==> src/rtl/lcs_pkg.sv <==
package lcs_pkg;

  typedef enum logic {
    MODE_BIST = 1'b0,
    MODE_PRBS = 1'b1
  } chkMode_e;

  // strobes from control to the flag datapath
  typedef struct packed {
    logic setDone;
    logic setErr;
    logic restartStretch;
    logic seqErr;
    logic seqEnd;
    logic armClear;
    logic dropErr;
  } flagCmd_t;

  // state the datapath reports back to control
  typedef struct packed {
    logic errFlag;
    logic stretchZero;
    logic seqBad;
    logic clrPend;
  } flagStat_t;

endpackage

==> src/rtl/lcs_rst_qual.sv <==
module lcs_rst_qual #(
  parameter int SYNC_STAGES = 2,
  parameter int MIN_PULSE   = 2,
  parameter int HOLD_CYCLES = 2
) (
  input  logic clk,
  input  logic rstReqAsync,
  output logic rstInt
);

  localparam int RUN_W  = $clog2(MIN_PULSE + 1);
  localparam int HOLD_W = $clog2(HOLD_CYCLES + 1);
  localparam logic [RUN_W-1:0]  RUN_SAT   = RUN_W'(MIN_PULSE - 1);
  localparam logic [HOLD_W-1:0] HOLD_LOAD = HOLD_W'(HOLD_CYCLES - 1);

  logic [SYNC_STAGES-1:0] syncChain;
  logic                   syncLvl;
  logic [RUN_W-1:0]       runCnt;
  logic [HOLD_W-1:0]      holdCnt;
  logic                   accept;

  // synchronizer: first stage captures the asynchronous level
  always_ff @(posedge clk) syncChain[0] <= rstReqAsync;

  generate
    for (genvar g = 1; g < SYNC_STAGES; g++) begin : g_sync
      always_ff @(posedge clk) syncChain[g] <= syncChain[g-1];
    end
  endgenerate

  assign syncLvl = syncChain[SYNC_STAGES-1];

  // run length of consecutive high samples, saturating
  always_ff @(posedge clk) begin
    if (!syncLvl)
      runCnt <= '0;
    else if (runCnt != RUN_SAT)
      runCnt <= runCnt + 1'b1;
  end

  assign accept = syncLvl && (runCnt >= RUN_SAT);

  // accepted reset with a minimum hold time
  always_ff @(posedge clk) begin
    if (accept) begin
      rstInt  <= 1'b1;
      holdCnt <= HOLD_LOAD;
    end else if (holdCnt != '0) begin
      rstInt  <= 1'b1;
      holdCnt <= holdCnt - 1'b1;
    end else begin
      rstInt  <= 1'b0;
      holdCnt <= '0;
    end
  end

endmodule

==> src/rtl/lcs_ctrl.sv <==
module lcs_ctrl
  import lcs_pkg::*;
(
  input  logic      rstInt,
  input  chkMode_e  modeLat,
  input  logic      cycleDone,
  input  logic      wordErr,
  input  flagStat_t stat,
  output flagCmd_t  cmd
);

  logic cleanPass;

  always_comb begin
    cmd       = '0;
    cleanPass = 1'b0;
    if (!rstInt) begin
      if (modeLat == MODE_BIST) begin
        cmd.setDone = cycleDone | wordErr;
        cmd.setErr  = wordErr;
      end else begin
        cleanPass          = cycleDone & ~wordErr & ~stat.seqBad;
        cmd.setDone        = cycleDone;
        cmd.setErr         = wordErr;
        cmd.restartStretch = wordErr;
        cmd.seqErr         = wordErr;
        cmd.seqEnd         = cycleDone;
        cmd.armClear       = cleanPass & stat.errFlag;
        cmd.dropErr        = stat.errFlag & stat.stretchZero &
                             (stat.clrPend | cleanPass) & ~wordErr;
      end
    end
  end

endmodule

==> src/rtl/lcs_flags.sv <==
module lcs_flags
  import lcs_pkg::*;
#(
  parameter int ERR_STRETCH = 3
) (
  input  logic      clk,
  input  logic      rstInt,
  input  logic      modeSel,
  input  flagCmd_t  cmd,
  output chkMode_e  modeLat,
  output flagStat_t stat,
  output logic      doneFlag,
  output logic      errFlag
);

  localparam int CNT_W = $clog2(ERR_STRETCH + 1);
  localparam logic [CNT_W-1:0] CNT_LOAD = CNT_W'(ERR_STRETCH - 1);

  logic [CNT_W-1:0] stretchCnt;
  logic             seqBad;
  logic             clrPend;

  always_ff @(posedge clk) begin
    if (rstInt) modeLat <= chkMode_e'(modeSel);
  end

  always_ff @(posedge clk) begin
    if (rstInt) begin
      doneFlag   <= 1'b0;
      errFlag    <= 1'b0;
      stretchCnt <= '0;
      seqBad     <= 1'b0;
      clrPend    <= 1'b0;
    end else begin
      if (cmd.setDone) doneFlag <= 1'b1;

      if (cmd.setErr)       errFlag <= 1'b1;
      else if (cmd.dropErr) errFlag <= 1'b0;

      if (cmd.restartStretch)  stretchCnt <= CNT_LOAD;
      else if (stretchCnt != '0) stretchCnt <= stretchCnt - 1'b1;

      if (cmd.seqEnd)      seqBad <= 1'b0;
      else if (cmd.seqErr) seqBad <= 1'b1;

      if (cmd.setErr || cmd.dropErr) clrPend <= 1'b0;
      else if (cmd.armClear)         clrPend <= 1'b1;
    end
  end

  assign stat.errFlag     = errFlag;
  assign stat.stretchZero = (stretchCnt == '0);
  assign stat.seqBad      = seqBad;
  assign stat.clrPend     = clrPend;

endmodule

==> src/rtl/lane_check_status.sv <==
module lane_check_status
  import lcs_pkg::*;
#(
  parameter int SYNC_STAGES = 2,
  parameter int MIN_PULSE   = 2,
  parameter int HOLD_CYCLES = 2,
  parameter int ERR_STRETCH = 3
) (
  input  logic rxClk,
  input  logic rxDigRst,
  input  logic modeSel,
  input  logic cycleDone,
  input  logic wordErr,
  output logic doneFlag,
  output logic errFlag
);

  logic      rstInt;
  chkMode_e  modeLat;
  flagCmd_t  cmd;
  flagStat_t stat;

  lcs_rst_qual #(
    .SYNC_STAGES(SYNC_STAGES),
    .MIN_PULSE  (MIN_PULSE),
    .HOLD_CYCLES(HOLD_CYCLES)
  ) u_rst (
    .clk        (rxClk),
    .rstReqAsync(rxDigRst),
    .rstInt     (rstInt)
  );

  lcs_ctrl u_ctrl (
    .rstInt   (rstInt),
    .modeLat  (modeLat),
    .cycleDone(cycleDone),
    .wordErr  (wordErr),
    .stat     (stat),
    .cmd      (cmd)
  );

  lcs_flags #(
    .ERR_STRETCH(ERR_STRETCH)
  ) u_flags (
    .clk     (rxClk),
    .rstInt  (rstInt),
    .modeSel (modeSel),
    .cmd     (cmd),
    .modeLat (modeLat),
    .stat    (stat),
    .doneFlag(doneFlag),
    .errFlag (errFlag)
  );

endmodule

==> config.mk <==
export PLATFORM = sky130hd
export DESIGN_NAME = lane_check_status
export DESIGN_NICKNAME = d
export VERILOG_FILES = /design/src/rtl/lcs_pkg.sv /design/src/rtl/lcs_rst_qual.sv /design/src/rtl/lcs_ctrl.sv /design/src/rtl/lcs_flags.sv /design/src/rtl/lane_check_status.sv
export SDC_FILE = /design/constraint.sdc
export NUM_CORES = 1
export LEC_CHECK = 0
export BUFFER_PORTS_ARGS = -buffer_cell sky130_fd_sc_hd__clkbuf_2
export CAP_MARGIN = 5
export CORE_MARGIN = 3
export CORE_UTILIZATION = 40
export CTS_BUF_LIST = sky130_fd_sc_hd__clkbuf_8
export CTS_CLUSTER_SIZE = 16
export DETAILED_ROUTE_END_ITERATION = 8
export MAX_ROUTING_LAYER = met4
export PLACE_DENSITY_LB_ADDON = 0.25
export SLEW_MARGIN = 10
export SYNTH_ARGS = -nofsm -noshare
export SYNTH_HDL_FRONTEND = slang
export SYNTH_SLANG_ARGS = --single-unit
==> constraint.sdc <==
create_clock -name rxClk -period 1 [get_ports rxClk]
set_input_delay 0.2 -clock rxClk [delete_from_list [all_inputs] [get_ports rxClk]]
set_output_delay 0.2 -clock rxClk [all_outputs]
set_load 0.005 [all_outputs]
==> reports/summary.txt, run 1 <==
Status: complete, no violations
Cell Area, Placed: 583 sq um
Routed Antenna Nets: 0
Num ports: 7
Ant. Diodes: 0
Ys Warns: 0
Final setup vio count: 0
Post-Route WL: 845 um
Post-detailed-route DRC marker count: 0
Post-route cell area: 684 sq um
CTS tree: done
CTS Sinks: 14
Gate Count Post-Synth: 48
Syn_nets: 57
Vias per inst: 4.85
Initial antenna violation count: 0
Sw Ratio: 29.6%
Internal power: 1.48 mW
WHS: 52.8 ps
CP arrival: 1100 ps
Synth cell count leaders: dfxtp_1 (13), inv_1 (5), ha_1 (4)
Max-Cap Viols: 0
Post-synth EDFFs: 1
Minimum clock period: 976 ps
Number of H-tree levels: 1
Max-slew violations: 0
DIE WIDTH: 42.1 um
Synthesized area per cell: 10.8 sq um
Clock transition at the registers of the reported paths: 60 ps
Net count reported at finish: 71
Clock root buffer: clkbuf_8
Synth top area share: 50.0%
Pwr dens: 3070 nW/um^2
Seq pwr share: 43.6%
Worst Hold Class: in2reg
Max rail drop VDD: 1.53 mV
Grt total ovfl: 0
Worst setup SP type: flop
Max Fanout on Critical Path: 6
Highest Clock Rate: 1030 MHz
WP data required: 1130 ps
Sequential fraction of the synthesis area: 55.8%
Area Growth Syn to Fin: 31.5%
Starting density of the core: 45.0%
Synth area leader: dfxtp_1
Core Area: 1160 sq um
Non-filler instance count after layout: 75
Total die area: 1770 sq um
Share of cells above drive strength 1: 37.7%
Routed via count: 364
Vias in the first global route: 343
Port Buffer Count: 6
Kind of end point of the critical path: flop
First-pass GRT wire length: 1390 um
Logic pwr share: 30.1%
Cell variety after synth: 21
Synth Register Bits: 14
Row count: 12
Sw Pwr: 623 uW
Placed insts: 70
1st-iter DRT viols: 3
Die Height: 42.1 um
TritonCTS Buffers: 3
RSZ-0062 raised after global routing: yes
Dominant synthesized flop cell: dfxtp_1
Final period utilization: 97.6%
Most numerous cell in the Yosys netlist: dfxtp_1
Normalized max-slew margin: 81.1%
Clock skew: 1.53 ps
Mapped Area: 520 sq um
Pleak: 0.286 nW
Hold Buf Count CTS: 0
Setup Crit Path Kind: reg2reg
Gpl congestion: 0.712
Tot GR Track Use: 11.4%
Drt pass-1 iters: 2
Wire per inst: 11.3 um
Clock share of power: 26.3%
Fin. Hold Viols: 0
Post-synth ARST share: 0%
Synth area leaders: dfxtp_1 (50%), ha_1 (9.6%), edfxtp_1 (5.8%)
Fillcell total: 98
Clock Path Buffers: 2
Worst slew pin tran: 283 ps
Worst skew pair latency: 250 ps
Largest net degree at the start of global routing: 9
Post-DP HPWL: 553 um
==> logic make-up after synthesis <==
kind of cell / Yosys count / share of synthesized area (%)
compound gates: 7 / 9.14
xor+xnor: 1 / 1.68
fa+ha+maj: 4 / 9.62
buf+inv: 5 / 3.61
flops: 14 / 55.8
mux: 1 / 1.92
simple gates: 16 / 18.3
==> layout make-up <==
class	instances	area, sq um	share of cell area [%]
repair buffers	9	52.6	7.68
inverters	5	18.8	2.74
multi-input cells	29	249	36.4
well taps	14	17.5	2.56
flip-flops and latches	14	292	42.6
clock buffers	4	55.1	8.04
==> cell usage in the layout, fill, tap and decap left out, drive strengths merged, types with 2 or more instances in the layout <==
cell and n:
nand2b 3, nand2 2, nor2 3, ha 4
inv 5, a21oi 2, clkbuf 10, dfxtp 13
nor3 2, nor2b 2, buf 3
==> critical path, stage by stage, from the launching register on <==
cell and delay [ps]:
edfxtp_1 440, nor4b_2 220, o21a_1 150, nor3_1 40
==> state kept, by name (all words and copies together), names as in the netlist <==
signal              count
u_rst.rstInt            1
u_flags.clrPend         1
u_rst.runCnt            2
u_flags.modeLat         1
u_rst.syncChain         1
u_flags.seqBad          1
u_flags.stretchCnt      2
u_rst.holdCnt           2
u_rst.syncLvl           1
u_flags.doneFlag        1
u_flags.errFlag         1
==> what timing repair did <==
action,CTS,global route
buffers inserted,0,1
gates resized for setup,1,9
pin swaps,0,1
setup endpoints to repair,2,9
==> power groups by stage <==
stage / combinational (mW) / clock (mW) / sequential, mW
detailed placement: 0.499 / 0 / 0.913
floorplan: 0.356 / 0 / 0.884
global placement: 0.496 / 0 / 0.908
CTS: 0.504 / 0.568 / 0.906
global route: 0.722 / 0.596 / 0.950
finish: 0.634 / 0.552 / 0.917
==> final timing paths <==
kind | start | endpoint | slack [ps] | cells past startpoint
hold reg to reg | u_rst.syncChain[0]$_DFF_P_ | u_rst.syncLvl$_DFF_P_ | 330 | 0
hold / removal | rxDigRst | u_rst.syncChain[0]$_DFF_P_ | 50 | 1
setup reg to reg | u_flags.modeLat$_DFFE_PP_ | u_flags.errFlag$_SDFFE_PP0P_ | 20 | 3
setup / recovery | u_flags.modeLat$_DFFE_PP_ | u_flags.errFlag$_SDFFE_PP0P_ | 20 | 3
==> per-layer routing <==
metal	GRT usage [%]	part of all wire [%]	wire length [um]
met5	-	0	0
met4	7.45	1.7	14
met1	12.1	47	395
met3	7.73	6.4	54
met2	15.1	45	379
==> through the flow <==
stage | total power, mW | setup WS (ps) | utilization, % | TNS, ps
floorplan | 1.24 | 45.1 | - | 0
global placement | 1.40 | 24.1 | 50.4 | 0
detailed placement | 1.41 | -4.03 | 50.4 | -4.03
CTS | 1.98 | 13.6 | 55.3 | 0
global route | 2.27 | -23.4 | 59.2 | -104
finish | 2.10 | 24.4 | 59.2 | 0
Power figures use the tool's default switching activity.
==> run 2, diff against run 1 <==
--- a/config.mk
+++ b/config.mk
@@ -5,13 +5,13 @@
 export SDC_FILE = /design/constraint.sdc
 export NUM_CORES = 1
 export LEC_CHECK = 0
-export BUFFER_PORTS_ARGS = -buffer_cell sky130_fd_sc_hd__clkbuf_2
 export CAP_MARGIN = 5
 export CORE_MARGIN = 3
 export CORE_UTILIZATION = 40
 export CTS_BUF_LIST = sky130_fd_sc_hd__clkbuf_8
 export CTS_CLUSTER_SIZE = 16
 export DETAILED_ROUTE_END_ITERATION = 8
+export DONT_BUFFER_PORTS = 1
 export MAX_ROUTING_LAYER = met4
 export PLACE_DENSITY_LB_ADDON = 0.25
 export SLEW_MARGIN = 10
==> reports/summary.txt, run 2 (synthesis results as in run 1) <==
Highest Clock Rate: 1030 MHz
Total die area: 1770 sq um
Sw Ratio: 29.4%
Post-detailed-route DRC marker count: 0
Max-slew violations: 0
Port Buffer Count: 0
Vias in the first global route: 364
Final period utilization: 97.4%
Drt pass-1 iters: 3
Clock transition at the registers of the reported paths: 60 ps
Kind of end point of the critical path: flop
Worst setup SP type: flop
Logic pwr share: 29.3%
CTS Sinks: 14
RSZ-0062 raised after global routing: yes
Area Growth Syn to Fin: 27.6%
Routed via count: 350
Pwr dens: 3110 nW/um^2
Clock root buffer: clkbuf_8
Wire per inst: 12.0 um
TritonCTS Buffers: 3
1st-iter DRT viols: 5
Setup Crit Path Kind: reg2reg
Worst slew pin tran: 292 ps
Routed Antenna Nets: 0
Clock share of power: 25.6%
Fin util: 57.5%
Max rail drop VDD: 1.38 mV
Sw Pwr: 608 uW
WHS: 39.5 ps
Tot GR Track Use: 11.1%
CP arrival: 1150 ps
Top Registers: u_flags.stretchCnt: 2 flops, u_rst.holdCnt: 2 flops, u_rst.runCnt: 2 flops
Post-Route WL: 839 um
Gpl congestion: 0.731
Number of H-tree levels: 1
Final setup vio count: 0
Row count: 12
Clock skew: 2.10 ps
Net count reported at finish: 66
Worst skew pair latency: 240 ps
WP data required: 1170 ps
Status: complete, no violations
Ant. Diodes: 0
DIE WIDTH: 42.1 um
Most frequent cells in the layout: dfxtp_1 (11), clkbuf_8 (4), inv_1 (3), nor2_1 (3), buf_4 (3)
Initial antenna violation count: 0
Max Fanout on Critical Path: 6
Num ports: 7
Vias per inst: 5.00
Max-Cap Viols: 0
Minimum clock period: 974 ps
Seq pwr share: 45.1%
Starting density of the core: 45.0%
Core Area: 1160 sq um
Worst Hold Class: in2reg
Reg-to-reg slack, setup: 30 ps
Commonest non-fill, non-tap cell in the layout: dfxtp_1
Normalized max-slew margin: 80.0%
Fin. Hold Viols: 0
Pleak: 0.265 nW
Post-DP HPWL: 655 um
Largest net degree at the start of global routing: 9
Grt total ovfl: 0
CTS tree: done
First-pass GRT wire length: 1440 um
Share of cells above drive strength 1: 28.6%
Internal power: 1.46 mW
Die Height: 42.1 um
Clock Path Buffers: 2
[run 2: changes by cell type in the layout (fill, tap and decap cells not counted), sizes merged]
cell,before,now
clkbuf,10,4
dlygate4sd3,0,1
[run 2: area by class of cell]
| type | count | area [sq um] |
|---|---|---|
| flip-flops and latches | 14 | 293 |
| repair buffers | 4 | 32.5 |
| fillers | 95 | 492 |
| inverters | 5 | 18.8 |
| clock buffers | 4 | 55.1 |
| multi-input cells | 29 | 248 |
| well taps | 14 | 17.5 |
[run 2: worst max-delay path, stage by stage (launching register included)]
cell and delay [ps]:
edfxtp_1 450, buf_4 180, nand2b_1 140, a21oi_1 130
[run 2: path summary, 6_finish.rpt]
check / startpoint / to / depth (start not counted)
setup / recovery: u_flags.modeLat$_DFFE_PP_ / u_flags.doneFlag$_SDFFE_PP0P_ / 3
setup reg to reg: u_flags.modeLat$_DFFE_PP_ / u_flags.doneFlag$_SDFFE_PP0P_ / 3
hold / removal: wordErr / u_flags.clrPend$_SDFFE_PP0P_ / 1
hold reg to reg: u_rst.syncChain[0]$_DFF_P_ / u_rst.syncLvl$_DFF_P_ / 0
[run 2: power groups by stage]
stage          logic [mW]  registers (mW)  clock network [mW]
3_3_place_gp        0.390           0.907                   0
2_1_floorplan       0.356           0.884                   0
6_report            0.607           0.932               0.529
5_1_grt             0.718           0.969               0.575
3_5_place_dp        0.435           0.927                   0
4_1_cts             0.469           0.920               0.546
[run 2: timing repair]
action | in CTS | in global routing
endpoints found under the setup margin | 5 | 6
endpoints found under the hold margin | 1 | 0
hold buffers | 1 | 0
pin swaps | 0 | 2
buffers inserted | 1 | 2
resized for setup | 3 | 6
[run 2: layer usage]
layer	wire length, um	vias to the layer above	GRT usage [%]	part of all wire (%)
met5	0	-	-	0
met4	4	0	5.59	0.48
met3	35	2	4.29	4.2
met2	461	6	20.1	55
met1	337	164	9.95	40
li1	-	178	-	-
[run 2: stage by stage]
stage,setup WS (ps),power [mW],cells,TNS [ps],area [sq um]
floorplan,45.1,1.24,48,0,520
global placement,17.3,1.30,62,0,538
detailed placement,-44.6,1.36,62,-87.9,538
CTS,-16.7,1.93,68,-16.7,616
global route,-15.8,2.26,70,-26.4,664
finish,26.4,2.07,70,0,664
==> run 3, diff against run 2 <==
--- a/config.mk
+++ b/config.mk
@@ -12,6 +12,7 @@
 export CTS_CLUSTER_SIZE = 16
 export DETAILED_ROUTE_END_ITERATION = 8
 export DONT_BUFFER_PORTS = 1
+export HOLD_SLACK_MARGIN = 0.06
 export MAX_ROUTING_LAYER = met4
 export PLACE_DENSITY_LB_ADDON = 0.25
 export SLEW_MARGIN = 10
==> reports/summary.txt, run 3 (synthesis results as in run 1) <==
Status: complete, no violations
Placed insts: 62
Number of H-tree levels: 1
Post-detailed-route DRC marker count: 0
Hold Buf Count CTS: 4
Setup Crit Path Kind: reg2reg
Die Height: 42.1 um
First-pass GRT wire length: 1560 um
Non-filler instance count after layout: 73
Initial antenna violation count: 0
Tot GR Track Use: 11.9%
Final setup vio count: 0
WHS: 53.8 ps
Max-slew violations: 0
Commonest non-fill, non-tap cell in the layout: dfxtp_1
Max rail drop VDD: 1.74 mV
Worst Hold Class: in2reg
Post-route setup slack: 3.16 ps
Worst skew pair latency: 240 ps
Final period utilization: 99.7%
Worst setup SP type: flop
CP arrival: 1110 ps
Kind of end point of the critical path: flop
Net count reported at finish: 69
Grt total ovfl: 0
Post-DP HPWL: 655 um
Gpl congestion: 0.731
DIE WIDTH: 42.1 um
Most frequent cells in the layout: dfxtp_1 (11), clkbuf_8 (4), dlygate4sd3_1 (4)
Total power draw: 2.10 mW
CTS tree: done
Clock root buffer: clkbuf_8
Post-route cell area: 707 sq um
CTS Sinks: 14
Clock Path Buffers: 2
Routed Antenna Nets: 0
WP data required: 1110 ps
Highest Clock Rate: 1000 MHz
Minimum clock period: 997 ps
Area Growth Syn to Fin: 35.8%
Pleak: 0.284 nW
Drt pass-1 iters: 4
Total die area: 1770 sq um
1st-iter DRT viols: 16
Num ports: 7
Row count: 12
Fin util: 61.1%
Clock skew: 4.18 ps
Worst slew pin tran: 274 ps
Fin. Hold Viols: 0
Max-Cap Viols: 0
Share of cells above drive strength 1: 32.2%
Pre-CTS WS: -44.6 ps
Pwr dens: 2980 nW/um^2
Vias per inst: 4.99
Wire per inst: 12.9 um
Ant. Diodes: 0
Top Registers: u_flags.stretchCnt: 2 flops, u_rst.holdCnt: 2 flops, u_rst.runCnt: 2 flops
Post-Route WL: 943 um
Normalized max-slew margin: 81.7%
Starting density of the core: 45.0%
Core Area: 1160 sq um
Largest net degree at the start of global routing: 9
Routed via count: 364
Vias in the first global route: 382
RSZ-0062 raised after global routing: yes
Cell Area, Placed: 538 sq um
Max Fanout on Critical Path: 6
Clock transition at the registers of the reported paths: 60 ps
TritonCTS Buffers: 3
Port Buffer Count: 0
Final setup TNS: 0 ps
-- run 3: power by group --
part / internal, mW / total, mW / switching (mW)
sequential: 0.762 / 0.939 / 0.178
combinational: 0.372 / 0.635 / 0.263
clock: 0.348 / 0.529 / 0.182
total: 1.48 / 2.10 / 0.622
-- run 3: worst paths after layout --
check | start | endpoint | slack, ps | depth (start not counted)
worst max-delay path | u_flags.modeLat$_DFFE_PP_ | u_flags.errFlag$_SDFFE_PP0P_ | 3 | 3
worst min-delay path | wordErr | u_flags.stretchCnt[0]$_SDFFE_PP0P_ | 50 | 1
worst max register to register | u_flags.modeLat$_DFFE_PP_ | u_flags.errFlag$_SDFFE_PP0P_ | 3 | 3
worst min register to register | u_rst.syncChain[0]$_DFF_P_ | u_rst.syncLvl$_DFF_P_ | 350 | 0
-- run 3: per-layer routing --
layer  vias to the layer above  GRT usage (%)  routed length, um
met1                       171           11.5                389
met5                         -              -                  0
li1                        185              -                  -
met2                         6           21.0                508
met3                         2           4.29                 41
met4                         0           5.59                  4
-- run 3: cell type report --
type,instances,area [sq um]
timing repair buffer,7,66.3
multi-input combinational,29,256
tap,14,17.5
inverter,5,18.8
clock buffer,4,55.1
sequential,14,293
fill,91,449
-- run 3: timing repair --
| item | in CTS | in global routing |
|---|---|---|
| setup buffers | 1 | 2 |
| pin swaps | 0 | 3 |
| hold endpoints to repair | 4 | 1 |
| setup endpoints to repair | 5 | 6 |
| resized for setup | 3 | 10 |
-- run 3: critical path, cell delays in order, from the launching register on --
cell	delay, ps
edfxtp_1	450
nor4b_2	230
o21a_1	150
nor3_1	40
